===== src/rtl/ccr_pkg.sv =====
package ccr_pkg;

    // Which register an address selects.
    typedef enum logic [2:0] {
        SEL_NONE = 3'd0,
        SEL_MAIN = 3'd1,
        SEL_AUX  = 3'd2,
        SEL_KEY  = 3'd3,
        SEL_CLR  = 3'd4
    } sel_e;

    // Result of decoding an address.
    typedef struct packed {
        logic rd_ok;
        logic wr_ok;
        sel_e sel;
    } dec_t;

endpackage


===== src/rtl/ccr_decode.sv =====
module ccr_decode
    import ccr_pkg::*;
#(
    parameter int          ADDR_W   = 8,
    parameter logic [7:0]  MAIN_OFS = 8'h30,
    parameter logic [7:0]  AUX_OFS  = 8'h34,
    parameter logic [7:0]  KEY_OFS  = 8'h38,
    parameter logic [7:0]  CLR_OFS  = 8'h3C
) (
    input  logic [ADDR_W-1:0] addr_i,
    output dec_t              dec_o
);

    localparam logic [ADDR_W-1:0] A_MAIN = ADDR_W'(MAIN_OFS);
    localparam logic [ADDR_W-1:0] A_AUX  = ADDR_W'(AUX_OFS);
    localparam logic [ADDR_W-1:0] A_KEY  = ADDR_W'(KEY_OFS);
    localparam logic [ADDR_W-1:0] A_CLR  = ADDR_W'(CLR_OFS);

    always_comb begin
        dec_o = '{rd_ok: 1'b0, wr_ok: 1'b0, sel: SEL_NONE};
        if (addr_i == A_MAIN) begin
            dec_o = '{rd_ok: 1'b1, wr_ok: 1'b1, sel: SEL_MAIN};
        end else if (addr_i == A_AUX) begin
            dec_o = '{rd_ok: 1'b1, wr_ok: 1'b1, sel: SEL_AUX};
        end else if (addr_i == A_KEY) begin
            dec_o = '{rd_ok: 1'b1, wr_ok: 1'b1, sel: SEL_KEY};
        end else if (addr_i == A_CLR) begin
            // write-only alias
            dec_o = '{rd_ok: 1'b0, wr_ok: 1'b1, sel: SEL_CLR};
        end
    end

endmodule


===== src/rtl/ccr_key.sv =====
module ccr_key #(
    parameter int             CMD_W       = 8,
    parameter logic [CMD_W-1:0] ARM_CODE    = 8'hAE,
    parameter logic [CMD_W-1:0] DISARM_CODE = 8'hEA
) (
    input  logic             wr_i,     // write to the key register this cycle
    input  logic [CMD_W-1:0] cmd_i,    // command field taken from the write data
    input  logic             armed_i,  // current key state
    output logic             armed_o   // next key state
);

    always_comb begin
        armed_o = armed_i;
        if (wr_i) begin
            if (cmd_i == ARM_CODE) begin
                armed_o = 1'b1;
            end else if (cmd_i == DISARM_CODE) begin
                armed_o = 1'b0;
            end
        end
    end

endmodule


===== src/rtl/ccr_rdmux.sv =====
module ccr_rdmux
    import ccr_pkg::*;
#(
    parameter int DATA_W = 32
) (
    input  sel_e              sel_i,
    input  logic [DATA_W-1:0] main_i,
    input  logic [DATA_W-1:0] aux_i,
    input  logic              armed_i,
    output logic [DATA_W-1:0] rdata_o
);

    always_comb begin
        unique case (sel_i)
            SEL_MAIN: rdata_o = main_i;
            SEL_AUX:  rdata_o = aux_i;
            SEL_KEY:  rdata_o = {{(DATA_W-1){1'b0}}, armed_i};
            default:  rdata_o = '0;
        endcase
    end

endmodule


===== src/rtl/ccr_regs.sv =====
module ccr_regs
    import ccr_pkg::*;
#(
    parameter int          ADDR_W      = 8,
    parameter int          DATA_W      = 32,
    parameter int          CMD_LSB     = 1,
    parameter int          CMD_W       = 8,
    parameter logic [7:0]  MAIN_OFS    = 8'h30,
    parameter logic [7:0]  AUX_OFS     = 8'h34,
    parameter logic [7:0]  KEY_OFS     = 8'h38,
    parameter logic [7:0]  CLR_OFS     = 8'h3C,
    parameter logic [7:0]  ARM_CODE    = 8'hAE,
    parameter logic [7:0]  DISARM_CODE = 8'hEA
) (
    input  logic              clk_i,
    input  logic              rst_ni,
    input  logic [ADDR_W-1:0] bus_addr_i,
    input  logic              bus_we_i,
    input  logic [DATA_W-1:0] bus_wdata_i,
    input  logic              bus_re_i,
    output logic [DATA_W-1:0] bus_rdata_o,
    output logic              bad_access_o,
    output logic [DATA_W-1:0] main_ctrl_o
);

    localparam int CMD_MSB = CMD_LSB + CMD_W - 1;

    typedef struct packed {
        logic [DATA_W-1:0] main;
        logic [DATA_W-1:0] aux;
        logic              armed;
        logic [DATA_W-1:0] rdata;
        logic              bad;
    } state_t;

    state_t state_d, state_q;

    dec_t              dec;
    logic [DATA_W-1:0] rd_val;
    logic              armed_q;
    logic              armed_nx;
    logic              key_wr;
    logic [CMD_W-1:0]  cmd;

    assign armed_q = state_q.armed;
    assign cmd     = bus_wdata_i[CMD_MSB:CMD_LSB];
    assign key_wr  = bus_we_i && dec.wr_ok && (dec.sel == SEL_KEY);

    ccr_decode #(
        .ADDR_W   (ADDR_W),
        .MAIN_OFS (MAIN_OFS),
        .AUX_OFS  (AUX_OFS),
        .KEY_OFS  (KEY_OFS),
        .CLR_OFS  (CLR_OFS)
    ) u_decode (
        .addr_i (bus_addr_i),
        .dec_o  (dec)
    );

    ccr_key #(
        .CMD_W       (CMD_W),
        .ARM_CODE    (CMD_W'(ARM_CODE)),
        .DISARM_CODE (CMD_W'(DISARM_CODE))
    ) u_key (
        .wr_i    (key_wr),
        .cmd_i   (cmd),
        .armed_i (armed_q),
        .armed_o (armed_nx)
    );

    ccr_rdmux #(
        .DATA_W (DATA_W)
    ) u_rdmux (
        .sel_i   (dec.sel),
        .main_i  (state_q.main),
        .aux_i   (state_q.aux),
        .armed_i (armed_q),
        .rdata_o (rd_val)
    );

    // Next-state logic
    always_comb begin
        state_d       = state_q;
        state_d.rdata = '0;
        state_d.bad   = 1'b0;
        state_d.armed = armed_nx;

        // Read side sees values from before any same-cycle write.
        if (bus_re_i) begin
            if (dec.rd_ok) begin
                state_d.rdata = rd_val;
            end else begin
                state_d.bad = 1'b1;
            end
        end

        if (bus_we_i) begin
            if (!dec.wr_ok) begin
                state_d.bad = 1'b1;
            end else begin
                unique case (dec.sel)
                    SEL_MAIN: state_d.main = bus_wdata_i;
                    SEL_AUX:  state_d.aux  = bus_wdata_i;
                    SEL_CLR: begin
                        if (state_q.armed) begin
                            state_d.main = state_q.main & ~bus_wdata_i;
                        end
                    end
                    default: ;
                endcase
            end
        end
    end

    // State register
    always_ff @(posedge clk_i) begin
        if (!rst_ni) begin
            state_q <= '0;
        end else begin
            state_q <= state_d;
        end
    end

    assign bus_rdata_o  = state_q.rdata;
    assign bad_access_o = state_q.bad;
    assign main_ctrl_o  = state_q.main;

endmodule


===== config.mk =====
export PLATFORM = sky130hd
export DESIGN_NAME = ccr_regs
export DESIGN_NICKNAME = d
export VERILOG_FILES = /design/src/rtl/ccr_pkg.sv /design/src/rtl/ccr_decode.sv /design/src/rtl/ccr_key.sv /design/src/rtl/ccr_rdmux.sv /design/src/rtl/ccr_regs.sv
export SDC_FILE = /design/constraint.sdc
export NUM_CORES = 1
export LEC_CHECK = 0
export ABC_AREA = 0
export BUFFER_PORTS_ARGS = -buffer_cell sky130_fd_sc_hd__buf_2
export CAP_MARGIN = 30
export CORE_MARGIN = 4
export CORE_UTILIZATION = 45
export DETAILED_ROUTE_END_ITERATION = 6
export HOLD_SLACK_MARGIN = 0.15
export PLACE_DENSITY_LB_ADDON = 0.15
export RECOVER_POWER = 50
export SYNTH_ARGS = -nofsm -noshare
export SYNTH_HDL_FRONTEND = slang
export SYNTH_SLANG_ARGS = --single-unit
export TNS_END_PERCENT = 100

===== constraint.sdc =====
create_clock -name clk_i -period 1.4 [get_ports clk_i]
set_input_delay 0.14 -clock clk_i [delete_from_list [all_inputs] [get_ports clk_i]]
set_output_delay 0.14 -clock clk_i [all_outputs]
set_load 0.02 [all_outputs]

Word level (Yosys, flattened, before mapping)

Cells that the tools add are included.

Reduce and logical (&&, ||, !) cells: 8
Mux-type cells: 13
Equality and inequality tests: 11
Bitwise operators: 2

Operators by type and width:

| cell               | number |
|---|---|
| $pmux 32 s3        | 1 |
| $pmux 32 s2        | 1 |
| $and 32x32->32     | 1 |
| $eq 8x6->1 const B | 4 |
| $mux 32            | 1 |
| $not 32->32        | 1 |
| $eq 8x8->1 const B | 2 |
| $mux 5             | 3 |
| $eq 3x2->1 const B | 2 |
| $mux 1             | 6 |
| $reduce_and 3->1   | 2 |
| $mux 4             | 1 |
| $reduce_and 4->1   | 1 |
| $reduce_bool 2->1  | 2 |
| $eq 3x1->1 const B | 1 |
| $eq 3x3->1 const B | 1 |
| $logic_and 1x1->1  | 2 |
| $ne 2x2->1 const B | 1 |
| $reduce_and 2->1   | 1 |

Output and inout port bits: 65
Bits in registers: 98
Input port bits: 44

Longest topological paths before layout

Depth after elaboration: 9
Depth in mapped cells: 7
Mapped depth without buffers: 4

Hierarchy

A second synthesis with hierarchy kept.

Cells, all modules: 533
Area total of the unflattened synthesis: 4817.1 sq um

Modules (own cells, without submodules):

| module     | area an instance (sq um) | sequential area each (sq um) | cells an instance | instances |
|---|---|---|---|---|
| ccr_regs   | 3900.0                   | 1961.9                       | 404               | 1 |
| ccr_rdmux  | 794.5                    | 0.0                          | 113               | 1 |
| ccr_decode | 72.6                     | 0.0                          | 8                 | 1 |
| ccr_key    | 50.0                     | 0.0                          | 8                 | 1 |

Worst setup path after synthesis

Ideal clock, no wire load.

Path type: input port to flip-flop
Start: in bus_addr_i[1]
End: reg state_q[34] in the netlist's numbering
Cell stages on the path: 6
Data arrival time: 1393 ps
Setup slack: -120 ps
Required time: 1272 ps
Cells stage by stage: or3b_1 > or4_1 > buf_2 > buf_6 > mux2i_1 > nor2_1

Longest elaborated chain between the ends: 7
Elaborated cells between the ends (all ways): 10

RTL lines:

| what                                  | line             | RTL |
|---|---|---|
| from (decl)                           | ccr_regs.sv:17   | `input logic [ADDR_W-1:0] bus_addr_i,` |
| $eq 8x6->1                            | ccr_decode.sv:27 | `end else if (addr_i == A_CLR) begin` |
| $mux 4                                | ccr_decode.sv:27 |  |
| $mux 5                                | ccr_decode.sv:25 | `end else if (addr_i == A_KEY) begin` |
| $mux 5                                | ccr_decode.sv:23 | `end else if (addr_i == A_AUX) begin` |
| $mux 5 (*)                            | ccr_decode.sv:21 | `if (addr_i == A_MAIN) begin` |
| $eq 3x2->1                            | ccr_regs.sv:101  | `unique case (dec.sel)` |
| $reduce_and 3->1 (no source line) (*) | --               |  |
| to (signal assigned)                  | ccr_regs.sv:120  | `state_q <= state_d;` |
| to (decl)                             | ccr_regs.sv:36   | `state_t state_d, state_q;` |

Every way passes the cells marked *; elsewhere a longest branch is shown, timed or not.
A chain may end at the register's enable or synchronous reset.

Worst setup path in the final report

Start: in bus_addr_i[1]
End: reg state_q[49] in the netlist's numbering

The elaborated chain is that of the path after synthesis.

==> reports/metrics.yaml <==
floorplan:
  initial_core_util_pct: 46.2
  io_pins: 109
  rows: 35
  core_area_um2: 9240
  die-area_um2: 11100
  die_y_um: 105
  dieWidth_um: 105
pwr:
  power_mw: 4.95
  ir_drop_mv: 0.521
  p_leak_nw: 2.37
  power.density_nw_per_um2: 973
sta:
  rsz0062_at_grt: "false"
  setup_viol_count_final: 0
  min_period_over_period_pct: 94.4
  hold_violations: 0
  worst_pin_slew_ps: 400
  drv_slew: 0
  clock.fmax_ghz: 0.757
  min_period_ps: 1320
  clock_skew_ps: 9.77
  slew_headroom_pct: 73.3
grt:
  grt_pass1_vias: 3515
  antenna_found_initial: 0
  overflow: 0
  grt_pass1_wl_um: 17500
  grt_util_all_layers_pct: 19.5
  grt_max_degree: 35
logic_synthesis:
  syn_nets: 492
  synth_edf_count: 0
  yosysTopAreaCellShare_pct: 46.0
  synth_xor_xnor_area_share_pct: 0
  yosys.area_share.adder_pct: 0
  yosysUniqueCellTypes: 33
  yosysWarnings: 0
  synth_commonest_cells: "dfxtp_1 (98), nor2_1 (67), buf_4 (64)"
  yosysTopAreaCell: "dfxtp_1"
  synth_top_family_by_area: "compound AO/OA/AOI/OAI gates"
  synth_ff_type: "dfxtp_1"
  synth_area_leaders: "dfxtp_1 (46%), buf_4 (11%), mux2i_1 (7.7%)"
  muxShareOfSynthArea_pct: 7.74
  ys_seq_area_share_pct: 46.0
  syn_avg_cell_area_um2: 9.52
  ys_ff_latch: 98
  synthCells: 448
  synthSimpleGateAreaFrac_pct: 8.91
  synthArstFlopShare_pct: 0
  syn_area_um2: 4270
  synth_compound_area_share_pct: 22.4
  synth_most_common_cell: "dfxtp_1"
place:
  port_buffers: 108
  placed_cell_area_um2: 4610
  place.detailed.hpwl_um: 7140
  gp_congestion: 0.770
worst_setup_path:
  cp.required_ps: 1630
  endpoint_kind: "register"
  start_kind: "primary input"
  crit_arrival_ps: 1560
  cp_slowest_stage_delay_ps: 500
  crit_chain: "buf_2 > or3b_1 > or4_4 > buf_6 > mux2i_1 > nor2_1"
  reg2reg_depth: 4
  path_class: "in -> reg"
  cp_max_fo: 13
  cp_slowest_cell: "or4_4"
cells_and_area:
  final_nets: 581
  final_layout_size_suffix_gt1_share_pct: 17.9
  n_antenna_cell: 0
  final_area_um2: 5090
  syn2layout_area_growth_pct: 19.2
worst_hold_path:
  hp-class: "in -> reg"
  whs_path_depth: 3
detailed_routing:
  wl_um: 10600
  num_vias: 3474
  drtIter0Drc: 158
  viasPerCell: 5.18
  ant_nets: 0
  drc: 0
  drtPass1Iterations: 5
  wire_per_inst_um: 15.8
clocking:
  clockBufferDepth: 2
  cts_max_level: 3
  cts_root_buffer: "clkbuf_8"
  clk_pin_slew_ps: 90
  post-cts-setup-buffers: 0
  clock-sinks: 98
  tritoncts: "done"
  clkLatencyLatePin_ps: 350
  cts_inserted_buffers: 9
outcome:
  status: "finished clean"
job:
  maxCapViolCount: 0
-- layer usage --
metal	vias to the layer above	track usage, %	part of all wire, %
li1	1702	-	-
met1	1654	24.6	46
met2	114	32.1	47
met3	4	4.96	6.1
met4	0	6.94	0.73
met5	-	0	0
-- registers in the layout (all words and copies together), names as in the netlist --
register / flops
bus_rdata_o: 32
main_ctrl_o: 32
state_q: 32
armed_q: 1
bad_access_o: 1
-- power breakdown --
group | internal (mW) | switching [mW]
logic | 0.178 | 0.197
registers | 2.79 | 0.00651
clock network | 0.823 | 0.952
-- cells by family (layout without fill, tap and decap cells) --
group	Yosys count	in the layout
flops	98	98
buf+inv	98	192
compound gates	135	135
simple gates	84	84
mux	33	33
-- metrics by stage --
| stage | TNS [ps] | hold WS [ps] | setup WS, ps | instances | util [%] |
|---|---|---|---|---|---|
| floorplan | -3640 | 265 | -120 | 448 | - |
| global placement | -21600 | 379 | -413 | 621 | 49.9 |
| detailed placement | -22120 | 383 | -460 | 621 | 49.9 |
| CTS | 0 | 179 | 45.9 | 671 | 56.0 |
| global route | 0 | 197 | 19.9 | 671 | 55.0 |
| finish | 0 | 207 | 78.3 | 671 | 55.0 |
-- worst paths after layout --
check,start,end,slack (ps)
worst max-delay path,bus_addr_i[1],state_q[49],80
worst min-delay path,bus_wdata_i[2],main_ctrl_o[2],210
worst max register to register,armed_q,main_ctrl_o[3],160
worst min register to register,state_q[41],state_q[41],510
-- critical path: cells and delay by family --
family	cells	cell delay, ps
and+or+nand+nor	3	950
muxes	1	160
buffers and inverters	2	310
-- timing repair --
action	in CTS	in global routing
setup endpoints to repair	25	9
endpoints found under the hold margin	66	0
pin swaps	0	0
cloned	1	0
gates resized for setup	4	2
hold buffers	33	0
-- layout make-up --
| class | instances | area (um2) |
|---|---|---|
| fill | 901 | 4150 |
| sequential | 98 | 1960 |
| multi-input combinational | 252 | 1710 |
| timing repair buffer | 173 | 1060 |
| tap | 129 | 161 |
| clock buffer | 11 | 131 |
| clock inverter | 5 | 55.1 |
| inverter | 3 | 11.3 |
-- layout by cell type, fill, tap and decap left out, types with 2 or more instances in the layout --
master / count
clkbuf_2: 2
clkinv_2: 2
a21o_1: 31
buf_2: 42
nor4_2: 2
buf_4: 27
o21ai_2: 2
a21oi_1: 2
clkinvlp_4: 2
o21ai_0: 33
clkbuf_8: 9
a22o_1: 31
a31oi_1: 2
nor2_1: 67
dfxtp_1: 98
a22oi_1: 31
nand4_1: 2
clkbuf_1: 68
dlygate4sd3_1: 33
nand2_1: 2
inv_1: 2
mux2i_1: 33
Power figures use the tool's default switching activity.
